File: src/rtl/coarse_lock_pkg.sv
package coarse_lock_pkg;

  function automatic int clamp_int(input int v, input int lo, input int hi);
    if (v < lo) return lo;
    if (v > hi) return hi;
    return v;
  endfunction

endpackage

File: src/rtl/cl_edge_counter.sv
module cl_edge_counter #(
  parameter int CNT_W = 8
) (
  input  logic             clk_i,
  input  logic             rst_ni,
  input  logic             clr_i,
  input  logic             en_i,
  input  logic             edge_i,
  output logic [CNT_W-1:0] cnt_o
);
  localparam logic [CNT_W-1:0] CNT_MAX = '1;

  logic [CNT_W-1:0] cnt_q;

  // clear wins; saturate so an overrange window cannot alias low
  always_ff @(posedge clk_i or negedge rst_ni) begin
    if (!rst_ni)                                  cnt_q <= '0;
    else if (clr_i)                               cnt_q <= '0;
    else if (en_i && edge_i && cnt_q != CNT_MAX)  cnt_q <= cnt_q + 1'b1;
  end

  assign cnt_o = cnt_q;
endmodule

File: src/rtl/cl_err_map.sv
module cl_err_map
  import coarse_lock_pkg::*;
#(
  parameter int CNT_W    = 8,
  parameter int STEP_MAX = 16,
  localparam int ERR_W   = CNT_W + 1
) (
  input  logic [CNT_W-1:0] fcw_i,
  input  logic [CNT_W-1:0] cnt_i,
  output logic [ERR_W-1:0] err_o
);
  always_comb begin
    int diff;
    diff  = int'(fcw_i) - int'(cnt_i);
    err_o = ERR_W'(clamp_int(diff, -STEP_MAX, STEP_MAX));
  end
endmodule

File: src/rtl/cl_accum.sv
module cl_accum
  import coarse_lock_pkg::*;
#(
  parameter int CW_W    = 7,
  parameter int ERR_W   = 9,
  parameter int ACC_RST = 64,
  localparam int ACC_MAX = (1 << CW_W) - 1
) (
  input  logic             clk_i,
  input  logic             rst_ni,
  input  logic             preload_i,
  input  logic [CW_W-1:0]  preload_val_i,
  input  logic             upd_i,
  input  logic [ERR_W-1:0] err_i,
  output logic [CW_W-1:0]  acc_o
);
  logic [CW_W-1:0] acc_q, acc_sum;

  always_comb begin
    int s;
    s       = int'(acc_q) + int'($signed(err_i));
    acc_sum = CW_W'(clamp_int(s, 0, ACC_MAX));
  end

  // preload has priority over the burst update
  always_ff @(posedge clk_i or negedge rst_ni) begin
    if (!rst_ni)        acc_q <= CW_W'(ACC_RST);
    else if (preload_i) acc_q <= preload_val_i;
    else if (upd_i)     acc_q <= acc_sum;
  end

  assign acc_o = acc_q;
endmodule

File: src/rtl/coarse_lock_loop.sv
module coarse_lock_loop #(
  parameter int CNT_W    = 8,
  parameter int CW_W     = 7,
  parameter int STEP_MAX = 16,
  parameter int ACC_RST  = 64,
  localparam int ERR_W   = CNT_W + 1
) (
  input  logic             clk_i,
  input  logic             rst_ni,
  input  logic [CNT_W-1:0] fcw_i,
  input  logic             edge_i,
  input  logic             win_en_i,
  input  logic             win_clr_i,
  input  logic             upd_i,
  input  logic             preload_i,
  input  logic [CW_W-1:0]  preload_val_i,
  output logic [CNT_W-1:0] cnt_o,
  output logic [ERR_W-1:0] err_o,
  output logic [CW_W-1:0]  coarse_o
);
  logic [CNT_W-1:0] cnt;
  logic [ERR_W-1:0] err;

  cl_edge_counter #(.CNT_W(CNT_W)) u_cnt (
    .clk_i  (clk_i),
    .rst_ni (rst_ni),
    .clr_i  (win_clr_i),
    .en_i   (win_en_i),
    .edge_i (edge_i),
    .cnt_o  (cnt)
  );

  cl_err_map #(.CNT_W(CNT_W), .STEP_MAX(STEP_MAX)) u_err (
    .fcw_i (fcw_i),
    .cnt_i (cnt),
    .err_o (err)
  );

  cl_accum #(.CW_W(CW_W), .ERR_W(ERR_W), .ACC_RST(ACC_RST)) u_acc (
    .clk_i         (clk_i),
    .rst_ni        (rst_ni),
    .preload_i     (preload_i),
    .preload_val_i (preload_val_i),
    .upd_i         (upd_i),
    .err_i         (err),
    .acc_o         (coarse_o)
  );

  assign cnt_o = cnt;
  assign err_o = err;
endmodule

File: config.mk
export PLATFORM = sky130hd
export DESIGN_NAME = coarse_lock_loop
export DESIGN_NICKNAME = d
export VERILOG_FILES = /design/src/rtl/coarse_lock_pkg.sv /design/src/rtl/cl_edge_counter.sv /design/src/rtl/cl_err_map.sv /design/src/rtl/cl_accum.sv /design/src/rtl/coarse_lock_loop.sv
export SDC_FILE = /design/constraint.sdc
export NUM_CORES = 1
export LEC_CHECK = 0
export ABC_AREA = 1
export ABC_CLOCK_PERIOD_IN_PS = 4150
export BUFFER_PORTS_ARGS = -buffer_cell sky130_fd_sc_hd__buf_2
export CORE_UTILIZATION = 53
export DETAILED_ROUTE_END_ITERATION = 8
export GPL_TIMING_DRIVEN = 0
export PLACE_DENSITY = 0.79
export SLEW_MARGIN = 15
export SYNTH_ARGS = -nofsm -noshare
export SYNTH_HDL_FRONTEND = slang
export SYNTH_SLANG_ARGS = --single-unit
File: constraint.sdc
create_clock -name clk_i -period 4.15 [get_ports clk_i]
set_input_delay 0.83 -clock clk_i [delete_from_list [all_inputs] [get_ports clk_i]]
set_output_delay 0.83 -clock clk_i [all_outputs]
set_load 0.005 [all_outputs]
==> results of run 1 <==
-- state kept, by name, indices dropped and copies added (netlist names) --
register     count
u_acc.acc_o      7
u_cnt.cnt_o      8
-- kinds of logic after synthesis --
logic type,share of synthesized area (%)
AO/OA/AOI/OAI,12.9
XOR/XNOR,4.72
adder cells (fa/ha/maj),15.1
buffers and inverters,9.66
flip-flops,22.5
AND/OR/NAND/NOR,35.1
-- layout by cell type, fill, tap and decap left out, drive strengths merged --
master and count:
nand2 78, buf 44, inv 42, nand3 19
nor2 18, ha 17, dfrtp 14, a21oi 14
o21ai 9, xor2 7, a22oi 7, nand4 5
clkbuf 5, nor3 3, xnor2 2, fa 2
nand3b 1, and2 1, o21bai 1, a21o 1
a211oi 1, a31oi 1, dfstp 1
-- cells in the mapped netlist (3+ instances only) --
| cell type | instances | area share [%] |
|---|---|---|
| ha_1 | 17 | 13 |
| a22oi_1 | 7 | 3.1 |
| nand2_2 | 8 | 3.0 |
| nand3_1 | 17 | 5.1 |
| nand2_1 | 70 | 16 |
| inv_1 | 38 | 8.5 |
| nand4_1 | 5 | 1.9 |
| a21oi_2 | 3 | 1.6 |
| xor2_1 | 7 | 3.7 |
| o21ai_1 | 4 | 1.2 |
| a21oi_1 | 11 | 3.3 |
| nor2_1 | 13 | 2.9 |
| o21ai_0 | 3 | 0.90 |
| dfrtp_1 | 14 | 21 |
| inv_2 | 4 | 0.90 |
-- cell type report --
| cell class | count | area, sq um | area share [%] |
|---|---|---|---|
| inverters | 42 | 158 | 7.97 |
| repair buffers | 44 | 220 | 11.1 |
| flip-flops and latches | 15 | 377 | 19.1 |
| plain buffers | 1 | 3.75 | 0.190 |
| well taps | 44 | 55.1 | 2.78 |
| clock buffers | 4 | 26.3 | 1.33 |
| multi-input cells | 187 | 1140 | 57.5 |
-- repair_timing --
| item | 4_1_cts | 5_1_grt |
|---|---|---|
| setup buffers | 0 | 0 |
| setup endpoints to repair | 0 | 7 |
| gates resized for setup | 0 | 1 |
| hold buffers | 0 | 0 |
-- critical path, delay by kind of cell --
family / cells / cell delay, ns
buf+inv: 5 / 0.40
fa+ha+maj: 4 / 1.17
simple gates: 14 / 1.30
compound gates: 2 / 0.29
-- final timing paths --
kind                                     start              to  slack (ns)  depth (start not counted)
worst max-delay path                  fcw_i[0]  u_acc.acc_o[5]        0.33                         25
worst min-delay path                    rst_ni  u_cnt.cnt_o[3]        0.44                          1
worst max register to register  u_cnt.cnt_o[0]  u_acc.acc_o[5]        0.60                         23
worst min register to register  u_acc.acc_o[0]  u_acc.acc_o[0]        0.55                          2
max in group asynchronous               rst_ni  u_acc.acc_o[6]        3.41                          1
min in group clk_i              u_acc.acc_o[0]  u_acc.acc_o[0]        0.55                          2
-- power by group through the flow --
stage	Combinational, mW	Clock [mW]	Sequential, mW
2_1_floorplan	0.150	0	0.174
3_5_place_dp	0.210	0	0.176
5_1_grt	0.241	0.0940	0.174
6_report	0.214	0.0826	0.173
3_3_place_gp	0.208	0	0.176
4_1_cts	0.212	0.0848	0.173
-- metrics by stage --
stage                     power (mW)  instance area (sq um)  util (%)
after floorplan                0.324                   1670         -
after global placement         0.384                   1950      64.3
after detailed placement       0.386                   1950      64.3
after CTS                      0.470                   1970      65.2
after global routing           0.509                   1980      65.3
final                          0.469                   1980      65.3
-- routing by layer --
metal	wire, um	share of wire [%]	global-route usage [%]	vias up
li1	-	-	-	891
met1	1920	52	35.2	734
met2	1680	45	36.0	34
met3	93	2.5	0.670	4
met4	30	0.81	6.46	0
met5	0	0	0	-
==> results.py, run 1 <==
metrics = {
    "sta": {
        "tightestPinTransition_ns": 0.483,
        "finalMaxSlewViolations": 0,
        "post-route-period-util_pct": 92.1,
        "period_minus_slack_ns": 3.82,
        "setup_viol": 0,
        "rsz0062_at_grt": "false",
        "finalSetupTns_ns": 0,
        "hold_viol": 0,
        "fin_ws_ns": 0.327,
        "whs_ns": 0.441,
        "slew_headroom_pct": 67.7,
        "fin_worst_skew_ns": 0.00459,
        "timing.fmax_mhz": 262,
    },
    "floorplanning": {
        "start_util_pct": 55.2,
        "core_area_sq_um": 3030,
        "rows": 20,
        "die_w_um": 58.2,
        "die-area_sq_um": 3380,
        "io_pins": 46,
        "die_y_um": 58.2,
    },
    "detailed_routing": {
        "vias": 1663,
        "first_pass_iters": 6,
        "wl_per_cell_um": 11.0,
        "drt-total-wl_um": 3720,
        "antenna_left": 0,
        "drc": 1,
        "viasPerCell": 4.93,
        "drt_iter0_drc": 75,
    },
    "pwr": {
        "ir_worst_vdd_mv": 0.193,
        "p_int_mw": 0.283,
        "p_leak_nw": 1.10,
        "p_per_area_nw_per_um2": 237,
        "clkPwrFrac_pct": 17.6,
        "p_comb_share_pct": 45.5,
        "switchingPower_mw": 0.186,
        "seq_power_share_pct": 36.9,
        "switching_share_pct": 39.7,
    },
    "setup_path": {
        "cpMaxStageDelayCell": "fa_1",
        "slowest_delay_ns": 0.42,
        "critPathCaptureType": "flip-flop",
        "critPathArrivalTime_ns": 3.99,
        "start_kind": "input port",
        "required_ns": 4.32,
        "critPathMaxFanout": 7,
        "worst_path_most_repeated_cell": "nand2_1",
        "worstSetupPathType": "input port to flip-flop",
    },
    "clock_tree": {
        "clock_latency_ns": 0.28,
        "cts-root-buf": "clkbuf_4",
        "cts.sink_count": 15,
        "clock_path_buffers": 2,
        "cts_buffers": 3,
        "cts_tree": "yes",
        "path_clk_slew_ns": 0.09,
        "h-tree-depth": 1,
    },
    "grt": {
        "antenna_found_initial": 0,
        "grt_overflow": 0,
        "grt_max_degree": 16,
        "grt_pass1_wl_um": 6020,
        "grt_pass1_vias": 1400,
        "grt_use_total_pct": 23.1,
    },
    "final_layout": {
        "n_antenna_cell": 0,
        "fillers": 304,
        "drive_gt1_share_pct": 25.3,
        "final_cells": 337,
        "num-nets-final": 335,
        "area_growth_pct": 18.3,
    },
    "flow_run": {
        "max_cap_violations": 0,
    },
    "status": {
        "outcome": "complete, but fails checks",
        "failed_checks": "design-rule violations",
    },
    "yosys": {
        "seq_area_frac_synth_pct": 22.5,
        "ys_ff_latch": 15,
        "synthArstFlopShare_pct": 100,
        "syn_area_sq_um": 1670,
        "synth-edff-count": 0,
        "netlist_instances": 245,
        "yosysUniqueCellTypes": 32,
        "avgSynthCellArea_sq_um": 6.82,
        "synth_nets": 286,
        "ys_warn_count": 0,
        "synth_flop_cell": "dfrtp_1",
    },
    "place": {
        "dp_cells": 333,
        "gp_congestion": 0.826,
        "place_ws_ns": -0.0385,
        "dp_hpwl_um": 3100,
        "io_buffers": 44,
    },
    "hold_path": {
        "worstHoldPathType": "input port to async pin",
    },
}
No activity file was read; power rests on OpenSTA's default activity.
==> run 2: changes to the inputs <==
Settings changed: ABC_CLOCK_PERIOD_IN_PS 4150 to 4690, CORE_UTILIZATION 53 to 57, PLACE_DENSITY 0.79 to 0.84.
Clock period 4.15 ns to 4.69 ns, I/O delays scaled along.
==> run 2 against run 1 <==
  * The run now ends clean
  * Clock skew shrank 0.00075 ns
  * Power shrank 11%
  * Largest cell class unchanged
  * Sequential power shrank 11%
  * Critical path type unchanged
  * Worst setup slack gained 0.41 ns
==> results.py, run 2 (synthesized netlist as in run 1, its figures left out) <==
metrics = {
    "final_layout": {
        "layout_commonest_cell": "nand2_1",
        "largest_reg_flops": 8,
        "num-nets-final": 335,
        "fillers": 258,
        "area_growth_pct": 17.1,
        "seqCellArea_sq_um": 377,
        "drive_gt1_share_pct": 24.9,
        "layout_common_cells": "nand2_1 (70), buf_2 (44), inv_1 (38)",
        "multi_input_comb_area_sq_um": 1130,
        "n_antenna_cell": 0,
    },
    "clock_tree": {
        "cts_tree": "yes",
        "post_cts_buffers": 0,
        "path_clk_slew_ns": 0.09,
        "cts-root-buf": "clkbuf_4",
        "h-tree-depth": 1,
        "cts_buffers": 3,
        "cts_hold_repair.buffers": 0,
        "clock_path_buffers": 2,
        "clock_latency_ns": 0.28,
        "cts_resized": 0,
        "cts.sink_count": 15,
    },
    "pwr": {
        "clkPwrFrac_pct": 17.8,
        "p_int_mw": 0.250,
        "switching_share_pct": 39.9,
        "p_per_area_nw_per_um2": 213,
        "p_comb_share_pct": 45.3,
        "seq_power_share_pct": 36.9,
        "p_leak_nw": 1.10,
        "ir_worst_vdd_mv": 0.257,
        "switchingPower_mw": 0.166,
    },
    "setup_path": {
        "critPathArrivalTime_ns": 4.13,
        "start_kind": "input port",
        "cp_num_buf_inv": 5,
        "r2r_end": "u_acc.acc_o[5]",
        "crit_path_start": "fcw_i[0]",
        "critPathCapture": "u_acc.acc_o[5]",
        "worstRegToRegCells": 23,
        "rrSetupSlack_ns": 1.12,
        "worstSetupPathType": "input port to flip-flop",
        "slowest_delay_ns": 0.42,
        "cpMaxStageDelayCell": "fa_1",
        "reg2reg_from": "u_cnt.cnt_o[0]",
        "required_ns": 4.87,
        "critPathMaxFanout": 7,
        "cp.depth": 25,
        "cp_top_family": "simple AND/OR/NAND/NOR gates",
        "critPathCaptureType": "flip-flop",
        "worst_path_most_repeated_cell": "nand2_1",
    },
    "floorplanning": {
        "die_w_um": 56.2,
        "core_area_sq_um": 2760,
        "die_y_um": 56.2,
        "die-area_sq_um": 3150,
        "rows": 19,
        "io_pins": 46,
        "start_util_pct": 60.6,
    },
    "detailed_routing": {
        "antenna_left": 0,
        "drt_iter0_drc": 76,
        "viasPerCell": 5.24,
        "vias": 1697,
        "drt-total-wl_um": 3700,
        "first_pass_iters": 4,
        "drc": 0,
        "wl_per_cell_um": 11.4,
    },
    "grt": {
        "grt_pass1_wl_um": 6220,
        "grt_busiest_layer": "met2",
        "grt_use_met1_pct": 34.9,
        "met3_usage_pct": 1.63,
        "grt_use_total_pct": 24.8,
        "grt_pass1_vias": 1503,
        "grt_util_met2_pct": 40.0,
        "grt_max_degree": 16,
        "antenna_found_initial": 0,
        "grt_overflow": 0,
    },
    "status": {
        "outcome": "finished, final reports clean",
    },
    "sta": {
        "tightestPinTransition_ns": 0.438,
        "hold_viol": 0,
        "finalMaxSlewViolations": 0,
        "fin_ws_ns": 0.740,
        "slew_headroom_pct": 70.7,
        "finalSetupTns_ns": 0,
        "post-route-period-util_pct": 84.2,
        "fin_worst_skew_ns": 0.00384,
        "setup_viol": 0,
        "period_minus_slack_ns": 3.95,
        "rsz0062_at_grt": "false",
        "timing.fmax_mhz": 253,
    },
    "place": {
        "dp_hpwl_um": 3100,
        "gp_congestion": 0.876,
        "place_ws_ns": 0.433,
        "io_buffers": 44,
    },
    "hold_path": {
        "worstHoldPathType": "input port to async pin",
    },
    "flow_run": {
        "max_cap_violations": 0,
    },
}
## run 2: cell types whose count changed in the layout (fill, tap and decap cells not counted)
cell | before | now
a21oi_2 | 4 | 3
a21oi_1 | 10 | 11
## run 2: how the worst min path moves through the flow
stage                        start        endpoint  slack [ns]  cells past startpoint
floorplan           u_acc.acc_o[2]  u_acc.acc_o[2]        0.52                      2
global placement    u_acc.acc_o[2]  u_acc.acc_o[2]        0.53                      2
detailed placement  u_acc.acc_o[2]  u_acc.acc_o[2]        0.52                      2
CTS                         rst_ni  u_cnt.cnt_o[5]        0.55                      1
global route                rst_ni  u_cnt.cnt_o[3]        0.56                      1
finish                      rst_ni  u_acc.acc_o[4]        0.54                      1
## run 2: stage by stage
step / hold WS [ns] / total power, mW / util, % / cells / instance area (sq um)
after floorplan: 0.519 / 0.287 / - / 245 / 1670
after global placement: 0.526 / 0.339 / 70.0 / 320 / 1930
after detailed placement: 0.524 / 0.342 / 70.0 / 320 / 1930
after CTS: 0.547 / 0.417 / 71.0 / 324 / 1960
after global routing: 0.562 / 0.450 / 71.0 / 324 / 1960
final: 0.544 / 0.416 / 71.0 / 324 / 1960
## run 2: power groups by stage
stage	clock, mW	sequential (mW)	combinational (mW)
floorplan	0	0.154	0.133
global placement	0	0.156	0.183
detailed placement	0	0.156	0.186
CTS	0.0759	0.153	0.188
global route	0.0810	0.155	0.214
finish	0.0742	0.154	0.188
## run 2: layout make-up
| class | count | share of cell area (%) |
|---|---|---|
| Multi-Input combinational cell | 187 | 57.9 |
| Sequential cell | 15 | 19.2 |
| Timing Repair Buffer | 44 | 11.3 |
| Inverter | 42 | 8.06 |
| Tap cell | 31 | 1.98 |
| Clock buffer | 4 | 1.34 |
| Buffer | 1 | 0.192 |
## run 2: routing by layer
layer | wire length (um) | up-vias
met5 | 0 | -
met4 | 41 | 0
met3 | 185 | 4
met2 | 1700 | 56
met1 | 1780 | 746
li1 | - | 891
## run 2: worst reg2reg max path: cells and delay by family (launching register included)
kind | cells | cell delay [ns]
simple gates | 13 | 1.09
compound gates | 2 | 0.38
fa+ha+maj | 4 | 1.24
flops | 1 | 0.44
buf+inv | 4 | 0.32
==> run 3: changes to the inputs <==
Settings changed: ABC_CLOCK_PERIOD_IN_PS 4690 to 3300, CORE_UTILIZATION 57 to 48, PLACE_DENSITY 0.84 to 0.75.
Clock period 4.69 ns to 3.3 ns, I/O delays scaled along.
==> run 3 against run 2 <==
  * The flow now finishes with violations (negative setup slack)
  * Worst setup slack lost 0.81 ns
  * Sequential cell count is the same
  * Worst hold slack lost 0.28 ns
  * First-iteration DRC count shrank 6.6%
  * Clock skew shrank 0.0019 ns
  * Non-clock buffer count grew 13
  * Routed wire length grew 12%
  * Clock-buffer cell count is the same
  * Highest routed layer unchanged
==> results.py, run 3 (synthesized netlist as in run 1, its figures left out) <==
metrics = {
    "floorplanning": {
        "die_w_um": 61.0,
        "io_pins": 46,
        "die-area_sq_um": 3720,
        "start_util_pct": 50.1,
        "core_area_sq_um": 3340,
        "die_y_um": 61.0,
        "rows": 21,
    },
    "detailed_routing": {
        "drt_iter0_drc": 71,
        "first_pass_iters": 4,
        "antenna_left": 0,
        "viasPerCell": 5.04,
        "drt-total-wl_um": 4160,
        "vias": 1775,
        "wl_per_cell_um": 11.8,
        "drc": 0,
    },
    "grt": {
        "grt_max_degree": 16,
        "grt_pass1_wl_um": 6160,
        "antenna_found_initial": 0,
        "grt_use_total_pct": 22.3,
        "grt_overflow": 0,
        "grt_pass1_vias": 1531,
    },
    "place": {
        "place_ws_ns": -0.434,
        "gp_congestion": 0.845,
        "io_buffers": 44,
        "dp_hpwl_um": 3150,
    },
    "pwr": {
        "seq_power_share_pct": 34.4,
        "p_per_area_nw_per_um2": 287,
        "clkPwrFrac_pct": 16.4,
        "switchingPower_mw": 0.255,
        "ir_worst_vdd_mv": 0.286,
        "p_leak_nw": 1.18,
        "p_comb_share_pct": 49.1,
        "switching_share_pct": 40.1,
        "p_int_mw": 0.381,
    },
    "clock_tree": {
        "cts_buffers": 3,
        "cts-root-buf": "clkbuf_4",
        "cts_hold_repair.buffers": 0,
        "path_clk_slew_ns": 0.09,
        "cts.sink_count": 15,
        "cts_tree": "yes",
        "clock_latency_ns": 0.28,
        "h-tree-depth": 1,
        "clock_path_buffers": 2,
    },
    "setup_path": {
        "critPathArrivalTime_ns": 3.55,
        "critPathCaptureType": "flip-flop",
        "required_ns": 3.48,
        "critPathMaxFanout": 7,
        "worstRegToRegCells": 23,
        "start_kind": "input port",
        "worstSetupPathType": "input port to flip-flop",
    },
    "sta": {
        "whs_ns": 0.261,
        "slew_headroom_pct": 71.9,
        "tightestPinTransition_ns": 0.419,
        "setup_viol": 7,
        "hold_viol": 0,
        "fin_ws_ns": -0.0743,
        "timing.fmax_mhz": 296,
        "finalMaxSlewViolations": 0,
        "fin_worst_skew_ns": 0.00195,
        "finalSetupTns_ns": -0.405,
        "rsz0062_at_grt": "true",
        "period_minus_slack_ns": 3.37,
        "post-route-period-util_pct": 102,
    },
    "final_layout": {
        "largest_reg_flops": 8,
        "layout_commonest_cell": "nand2_1",
        "drive_gt1_share_pct": 36.9,
        "n_antenna_cell": 0,
        "area_growth_pct": 32.4,
        "num-nets-final": 348,
        "layout_common_cells": "nand2_1 (67), buf_2 (43), inv_1 (31)",
    },
    "flow_run": {
        "max_cap_violations": 0,
    },
    "status": {
        "outcome": "complete, but fails checks",
        "failed_checks": "negative setup slack",
    },
    "hold_path": {
        "worstHoldPathType": "input port to async pin",
    },
}
==> run 3: changes by cell type in the layout (fill, tap and decap cells not counted), moves of 3 or more <==
cell     before  now
nand2_1      70   67
a21oi_2       3    7
ha_2          0    3
a21oi_1      11    7
buf_4         0   13
inv_2         4   10
ha_1         17   11
ha_4          0    3
inv_1        38   31
==> run 3: cell type report <==
type / count / area (sq um)
Sequential cell: 15 / 378
Timing Repair Buffer: 57 / 324
Inverter: 42 / 163
Buffer: 1 / 3.75
Tap cell: 46 / 57.6
Clock buffer: 4 / 26.3
Fill cell: 303 / 1120
Multi-Input combinational cell: 187 / 1260
==> run 3: critical path, stage by stage <==
cell and delay (ns):
buf_6 0.10, clkinv_4 0.04, ha_4 0.11, inv_2 0.03
fa_2 0.38, nand3_2 0.11, nand3_4 0.09, nand2_4 0.10
o21ai_2 0.09, nor2_1 0.12, nand3_2 0.13, a21oi_2 0.23
ha_2 0.23, inv_2 0.05, fa_2 0.36, inv_2 0.07
nand4_1 0.10, nand3_2 0.09, nand2_1 0.05, nand2_1 0.07
nand2_2 0.06, nand2_4 0.10, nand2_1 0.06, nand2_1 0.07
nand2_1 0.05
==> run 3: what timing repair did <==
action	CTS	global route
buffers inserted	5	8
gates resized for setup	8	19
pin swaps	4	2
endpoints found under the setup margin	7	8
==> run 3: through the flow <==
| step | cell area (sq um) | util [%] | cells | power, mW |
|---|---|---|---|---|
| 6_report | 2210 | 66.3 | 352 | 0.636 |
| 5_1_grt | 2210 | 66.3 | 352 | 0.691 |
| 4_1_cts | 2080 | 62.5 | 344 | 0.613 |
| 3_5_place_dp | 1980 | 59.3 | 335 | 0.491 |
| 3_3_place_gp | 1980 | 59.3 | 335 | 0.487 |
| 2_1_floorplan | 1700 | - | 245 | 0.412 |
==> run 3: final timing paths <==
kind,startpoint,to,slack (ns)
max,fcw_i[0],u_acc.acc_o[1],-0.07
min,rst_ni,u_cnt.cnt_o[5],0.26
max reg2reg,u_cnt.cnt_o[0],u_acc.acc_o[1],0
min reg2reg,u_acc.acc_o[3],u_acc.acc_o[3],0.56
max in group asynchronous,rst_ni,u_acc.acc_o[6],2.74
min in group clk_i,win_clr_i,u_cnt.cnt_o[2],0.56
==> run 3: per-layer routing <==
layer / routed length [um] / part of all wire [%] / track usage (%) / vias to the layer above
met4: 63 / 1.5 / 7.47 / 0
met3: 165 / 4.0 / 0.630 / 6
li1: - / - / - / 916
met1: 1930 / 46 / 31.0 / 806
met5: 0 / 0 / 0 / -
met2: 2000 / 48 / 37.8 / 47
==> run 3: power groups by stage <==
stage | registers (mW) | logic, mW | clock network, mW
global placement | 0.223 | 0.265 | 0
global route | 0.221 | 0.352 | 0.117
floorplan | 0.219 | 0.193 | 0
detailed placement | 0.222 | 0.268 | 0
finish | 0.219 | 0.312 | 0.105
CTS | 0.219 | 0.286 | 0.108
